<file path="config.mk">
export PLATFORM = sky130hd
export DESIGN_NAME = param_sign_stepper
export DESIGN_NICKNAME = d
export VERILOG_FILES = /design/src/rtl/pstep_pkg.sv /design/src/rtl/pstep_gate.sv /design/src/rtl/pstep_apply.sv /design/src/rtl/pstep_index.sv /design/src/rtl/param_sign_stepper.sv
export SDC_FILE = /design/constraint.sdc
export NUM_CORES = 1
export LEC_CHECK = 0
export ABC_AREA = 1
export BUFFER_PORTS_ARGS = -buffer_cell sky130_fd_sc_hd__buf_2
export CORE_ASPECT_RATIO = 1.1
export CORE_MARGIN = 1.5
export CORE_UTILIZATION = 53
export CTS_CLUSTER_SIZE = 28
export DETAILED_ROUTE_END_ITERATION = 10
export PLACE_DENSITY = 0.86
export RECOVER_POWER = 100
export SLEW_MARGIN = 20
export SYNTH_ARGS = -nofsm -noshare
export SYNTH_HDL_FRONTEND = slang
export SYNTH_HIERARCHICAL = 1
export SYNTH_SLANG_ARGS = --single-unit
</file>
<file path="constraint.sdc">
create_clock -name clk -period 4.7 [get_ports clk]
set_input_delay 0.705 -clock clk [delete_from_list [all_inputs] [get_ports clk]]
set_output_delay 0.705 -clock clk [all_outputs]
set_load 0.01 [all_outputs]
</file>
<file path="src/rtl/pstep_pkg.sv">
// Shared types for the parameter stepper.
// Assumes nothing beyond the encoding of the update direction.
package pstep_pkg;
    typedef enum logic [1:0] {
        STEP_HOLD = 2'd0,
        STEP_SUB  = 2'd1,
        STEP_ADD  = 2'd2
    } step_dir_e;
endpackage

</file>
<file path="src/rtl/pstep_gate.sv">
// Decides whether a parameter is the limiting value for an input sample,
// and if so in which direction it moves.
// Assumes two's complement operands of equal width; zero counts as sign 0.
module pstep_gate
    import pstep_pkg::*;
#(
    parameter int DW = 8
) (
    input  logic signed [DW-1:0] x,
    input  logic signed [DW-1:0] p,
    output step_dir_e            dir
);
    logic signed [DW:0] x_ext, p_ext;
    logic        [DW:0] x_mag, p_mag;
    logic               x_zero, p_zero, active;

    // magnitudes with one extra bit so the most negative value is exact
    always_comb begin
        x_ext = {x[DW-1], x};
        p_ext = {p[DW-1], p};
        x_mag = x_ext[DW] ? $unsigned(-x_ext) : $unsigned(x_ext);
        p_mag = p_ext[DW] ? $unsigned(-p_ext) : $unsigned(p_ext);
    end

    // strict comparison gate with zero-sign suppression
    always_comb begin
        x_zero = (x == '0);
        p_zero = (p == '0);
        active = !x_zero && !p_zero && (p_mag < x_mag);
        if (!active)
            dir = STEP_HOLD;
        else if (x[DW-1] == p[DW-1])
            dir = STEP_SUB;
        else
            dir = STEP_ADD;
    end
endmodule

</file>
<file path="src/rtl/pstep_apply.sv">
// Applies a signed step to a parameter in the chosen direction and clamps
// the result to the parameter's signed range.
// Assumes the step is already scaled; the sum is formed two bits wider.
module pstep_apply
    import pstep_pkg::*;
#(
    parameter int DW = 8,
    parameter int EW = 12
) (
    input  logic signed [DW-1:0] p,
    input  logic signed [EW-1:0] step,
    input  step_dir_e            dir,
    output logic signed [DW-1:0] p_next
);
    localparam int WW = ((EW > DW) ? EW : DW) + 2;
    localparam logic signed [WW-1:0] TOP_W = $signed({{(WW-DW+1){1'b0}}, {(DW-1){1'b1}}});
    localparam logic signed [WW-1:0] BOT_W = $signed({{(WW-DW+1){1'b1}}, {(DW-1){1'b0}}});

    logic signed [WW-1:0] p_w, s_w, sum_w;

    // wide sum in the selected direction
    always_comb begin
        p_w = WW'(p);
        s_w = WW'(step);
        case (dir)
            STEP_SUB: sum_w = p_w - s_w;
            STEP_ADD: sum_w = p_w + s_w;
            default:  sum_w = p_w;
        endcase
    end

    // clamp to the representable range
    always_comb begin
        if (sum_w > TOP_W)
            p_next = TOP_W[DW-1:0];
        else if (sum_w < BOT_W)
            p_next = BOT_W[DW-1:0];
        else
            p_next = sum_w[DW-1:0];
    end
endmodule

</file>
<file path="src/rtl/pstep_index.sv">
// Numbers accepted samples of one neuron from 0 to FAN_IN-1 and wraps.
// Assumes one advance per accepted sample; reset is synchronous, active low.
module pstep_index #(
    parameter int FAN_IN = 4,
    localparam int IDXW  = (FAN_IN > 1) ? $clog2(FAN_IN) : 1
) (
    input  logic            clk,
    input  logic            rst_n,
    input  logic            adv,
    output logic [IDXW-1:0] idx,
    output logic            last
);
    localparam logic [IDXW-1:0] LAST_IDX = IDXW'(FAN_IN - 1);

    logic [IDXW-1:0] idx_q;

    assign idx  = idx_q;
    assign last = (idx_q == LAST_IDX);

    // advance and wrap the sample number
    always_ff @(posedge clk) begin
        if (!rst_n)
            idx_q <= '0;
        else if (adv)
            idx_q <= last ? '0 : idx_q + IDXW'(1);
    end
endmodule

</file>
<file path="src/rtl/param_sign_stepper.sv">
// Updates the width and leakage parameters of one neuron input per cycle.
// Each lane gates its parameter by a strict magnitude compare against the
// input, steps by the shifted error term and clamps. Results are registered.
// Assumes the caller supplies stored parameters and the error term.
module param_sign_stepper
    import pstep_pkg::*;
#(
    parameter int DW     = 8,
    parameter int EW     = 12,
    parameter int SHW    = 4,
    parameter int FAN_IN = 4,
    localparam int IDXW  = (FAN_IN > 1) ? $clog2(FAN_IN) : 1
) (
    input  logic                  clk,
    input  logic                  rst_n,
    input  logic                  in_valid,
    input  logic signed [EW-1:0]  err_in,
    input  logic [SHW-1:0]        shift_in,
    input  logic signed [DW-1:0]  x_in,
    input  logic signed [DW-1:0]  w_in,
    input  logic signed [DW-1:0]  n_in,
    output logic                  out_valid,
    output logic signed [DW-1:0]  w_out,
    output logic signed [DW-1:0]  n_out,
    output logic [IDXW-1:0]       out_idx,
    output logic                  done
);
    localparam int LANES = 2;

    logic signed [EW-1:0] step;
    logic signed [DW-1:0] p_cur [LANES];
    logic signed [DW-1:0] p_nxt [LANES];
    step_dir_e            dir   [LANES];
    logic [IDXW-1:0]      idx_now;
    logic                 idx_last;

    // scaled step: learning rate and normalisation as one arithmetic shift
    assign step     = err_in >>> shift_in;
    assign p_cur[0] = w_in;
    assign p_cur[1] = n_in;

    for (genvar g = 0; g < LANES; g++) begin : g_lane
        pstep_gate #(.DW(DW)) u_gate (
            .x   (x_in),
            .p   (p_cur[g]),
            .dir (dir[g])
        );
        pstep_apply #(.DW(DW), .EW(EW)) u_apply (
            .p      (p_cur[g]),
            .step   (step),
            .dir    (dir[g]),
            .p_next (p_nxt[g])
        );
    end

    pstep_index #(.FAN_IN(FAN_IN)) u_index (
        .clk   (clk),
        .rst_n (rst_n),
        .adv   (in_valid),
        .idx   (idx_now),
        .last  (idx_last)
    );

    // output register for both lanes, the index and the end marker
    always_ff @(posedge clk) begin
        if (!rst_n) begin
            out_valid <= 1'b0;
            done      <= 1'b0;
            w_out     <= '0;
            n_out     <= '0;
            out_idx   <= '0;
        end else begin
            out_valid <= in_valid;
            done      <= in_valid && idx_last;
            if (in_valid) begin
                w_out   <= p_nxt[0];
                n_out   <= p_nxt[1];
                out_idx <= idx_now;
            end
        end
    end


    equal_mag_w_hold_chk: assert property (@(posedge clk) disable iff (!rst_n)
        in_valid && (w_in == x_in) |=> w_out == $past(w_in));


    equal_mag_n_hold_chk: assert property (@(posedge clk) disable iff (!rst_n)
        in_valid && (n_in == x_in) |=> n_out == $past(n_in));


    zero_input_hold_chk: assert property (@(posedge clk) disable iff (!rst_n)
        in_valid && (x_in == '0) |=> (w_out == $past(w_in)) && (n_out == $past(n_in)));


    no_wrap_chk: assert property (@(posedge clk) disable iff (!rst_n)
        in_valid && !err_in[EW-1] && !x_in[DW-1] && !w_in[DW-1]
        |=> $signed(w_out) <= $signed($past(w_in)));


    valid_follow_chk: assert property (@(posedge clk) disable iff (!rst_n)
        in_valid |=> out_valid);


    idle_follow_chk: assert property (@(posedge clk) disable iff (!rst_n)
        !in_valid |=> !out_valid);


    done_last_chk: assert property (@(posedge clk) disable iff (!rst_n)
        done |-> out_valid && (out_idx == IDXW'(FAN_IN - 1)));
endmodule

</file>
==> metrics.md <==
| Metric | Value |
|---|---|
| Filler instances | `roughly 780` |
| Buf+Inv Stages, Crit Path | `5` |
| Commonest non-fill, non-tap cell in the layout | `nand2_1` |
| Initial DRC count | `395` |
| Overall global routing resource usage | `25.7%` |
| Mapped Nets | `1,094` |
| Post-Synthesis Cells | `996` |
| Die Ht | `roughly 110 µm` |
| Reg2reg start | `u_index/idx[0]$_SDFFE_PN0P_` |
| VDD IR max | `approximately 0.00019 V` |
| Port Buffer Count | `62` |
| Largest net degree at the start of global routing | `25` |
| Commonest cells after routing, fill and taps aside | `nand2_1, inv_1, nand3_1` |
| Total power | `between 0.002 and 0.0025 W` |
| Drt total wl | `16.6 mm` |
| Global-route wire length before repair | `~24 mm` |
| Leakage Power | `3.97 nW` |
| Die footprint | `0.0108 mm²` |
| Synth Register Bits | `22` |
| Synthesized area | `0.00539 mm²` |
| DP HPWL | `11.4 mm` |
| Grt ovf | `0` |
| Register-to-register setup slack | `3780 ps` |
| Hold Vio Cnt, Final | `0` |
| Crit-path slowest cell | `ha_1` |
| Fmax | `211 MHz` |
| Power per Cell Area | `329 mW/mm²` |
| Layout Nets | `1,222` |
| Violated checks | `setup timing` |
| CP Capture Type | `flip-flop` |
| Drc violations | `0` |
| Routability cong. | `between 0.9 and 1` |
| RSZ-0062 raised after global routing | `yes` |
| CP top delay family | `simple AND/OR/NAND/NOR gates` |
| Deepest clock path buffer count | `2` |
| Layout cell share with drive strength beyond 1 | `31.8%` |
| Num Clock Sinks | `22` |
| FFs w/ async S/R, synth | `0%` |
| Syn_area_per_cell | `between 5 and 6 µm²` |
| Seq/Total Area, Yosys | `8.17%` |
| Clk_skew | `2.50 ps` |
| Hold crit path type | `flip-flop to flip-flop` |
| CTS buffer count | `3` |
| Register area | `about 440 µm²` |
| I/O Pins | `63` |
| Share of the synthesized area in the top cell type | `between 20% and 30%` |
| Crit path launch | `w_in[0]` |
| Synthesis warning total | `6` |
| Number of diodes | `0` |
| Crit path time final | `4740 ps` |
| Placed Area | `0.00621 mm²` |
| H-tree levels | `1` |
| Synth Flop Type | `dfxtp_1` |
| Crit path largest cell delay | `280 ps` |
| Initial antenna violation count | `0` |
| GR Util met1 | `29.0%` |
| Initial core utilization | `54.5%` |
| Worst hold path startpoint | `n_out[6]$_SDFFE_PN0P_` |
| Setup CP Type | `input pin to flip-flop` |
| Setup violations, final | `7` |
| Max Cap Viol | `0` |
| Met2 GRT Util | `50.1%` |
| Core outline area | `0.00989 mm²` |
| Part of the cycle the worst path needs | `101%` |
| DR vias | `between 6,000 and 7,000` |
| Synth-to-Final Area Change | `28.6%` |
| Initial DRT Pass Iterations | `5` |
| Post-synth EDFFs | `0` |
| Top Usage Layer GRT | `met2` |
| Num rows | `38` |
| Vias in the first global route | `~5,900` |
| CP Launch Type | `input pin` |
| CTS root buffer | `clkbuf_8` |
| Max FO, Critical Path | `7` |
| Vias per cell | `5.40` |
| CTS tree | `done` |
| Routed Antenna Nets | `0` |
| Leading area contributor after synthesis | `nand2_1` |
| Area of the multi-input gates | `0.00466 mm²` |
| Synth cell types | `39` |
| CP most frequent cell | `nand2_1` |
| CP arrival | `about 5000 ps` |
| Die width | `99.1 µm` |
| Final instance area | `0.00693 mm²` |
| Pins Over Slew Limit | `0` |
| Worst-Skew Late Latency | `260 ps` |
| Synth area leaders | `nand2_1, ha_1, inv_1` |
| WP data required | `4850 ps` |
| Met3 usage | `2.63%` |
| Worst setup margin | `-39.7 ps` |
| Drt wl/cell | `13.4 µm` |
| Status | `finished, violations left` |
| CTS clk-pin slew, worst paths | `70 ps` |
-- synthesized netlist by cell type (3+ instances only) --
cell type,n
conb_1,4
inv_2,23
nand2_2,23
a21oi_2,3
nor2_2,5
nand2_1,327
o21ai_0,29
nor2_1,104
nor3_1,8
o21ai_1,3
buf_6,6
nand3_1,98
ha_1,53
inv_1,156
a31oi_1,4
nand3_2,16
a21oi_1,18
or2_2,4
buf_4,3
nand2_4,3
xnor2_1,6
buf_2,4
clkbuf_1,4
dfxtp_1,22
nand4_1,8
xor2_1,36
-- worst paths after layout --
check | to | cells after the start
worst max-delay path | w_out[5]$_SDFFE_PN0P_ | 34
worst min-delay path | n_out[6]$_SDFFE_PN0P_ | 2
worst max register to register | u_index/idx[1]$_SDFFE_PN0P_ | 3
worst min register to register | n_out[6]$_SDFFE_PN0P_ | 2
-- state kept, by name, summed over array words and instances (netlist names) --
register     cells
done             1
n_out            8
out_idx          2
out_valid        1
u_index/idx      2
w_out            8
-- routing by layer --
layer / vias up / wire [µm]
li1: 3334 / -
met1: 3005 / 6660
met2: 279 / 8220
met3: 92 / 882
met4: 0 / 826
met5: - / 0
-- final cells by class --
class	instances	area share, %
well taps	120	2.17
repair buffers	140	13.4
flip-flops and latches	22	6.35
multi-input cells	774	67.3
inverters	183	10.2
clock buffers	3	0.596
-- cells by family after synthesis --
logic type	synth area share, %
buf+inv	15.2
compound gates	6.76
simple gates	49.7
other cells	0.279
flops	8.17
fa+ha+maj	13.1
xor+xnor	6.83
-- report_power, final --
| part | leakage [nW] | total, W | internal (W) | switching [W] |
|---|---|---|---|---|
| sequential | 0.183 | 0.000227 | 0.000215 | 0.0000125 |
| clock | 0.0216 | 0.000114 | 0.0000571 | 0.0000568 |
| combinational | 3.76 | 0.00194 | 0.000773 | 0.00116 |
| total | 3.97 | 0.00228 | 0.00105 | 0.00123 |
-- worst register-to-register path, cell delays in order (launching register included) --
cell and delay (ps):
dfxtp_1 340, ha_1 310, nor2_1 110, nor2_1 50
-- per-stage QoR --
stage	hold slack, ps	setup WS [ps]	instances	util (%)	setup TNS [ps]
finish	499	-39.7	1242	70.1	-99.9
detailed placement	478	-230	1226	62.8	-2960
global route	539	-373	1242	70.1	-4860
floorplan	469	206	996	-	0
global placement	473	-135	1226	62.8	-1420
CTS	499	31.7	1229	63.2	0
-- what timing repair did --
item | CTS | global route
endpoints found under the hold margin | 0 | 0
endpoints found under the setup margin | 0 | 16
setup buffers | 0 | 13
resized for setup | 0 | 165
hold buffers | 0 | 0
No activity file was read; power rests on OpenSTA's default activity.
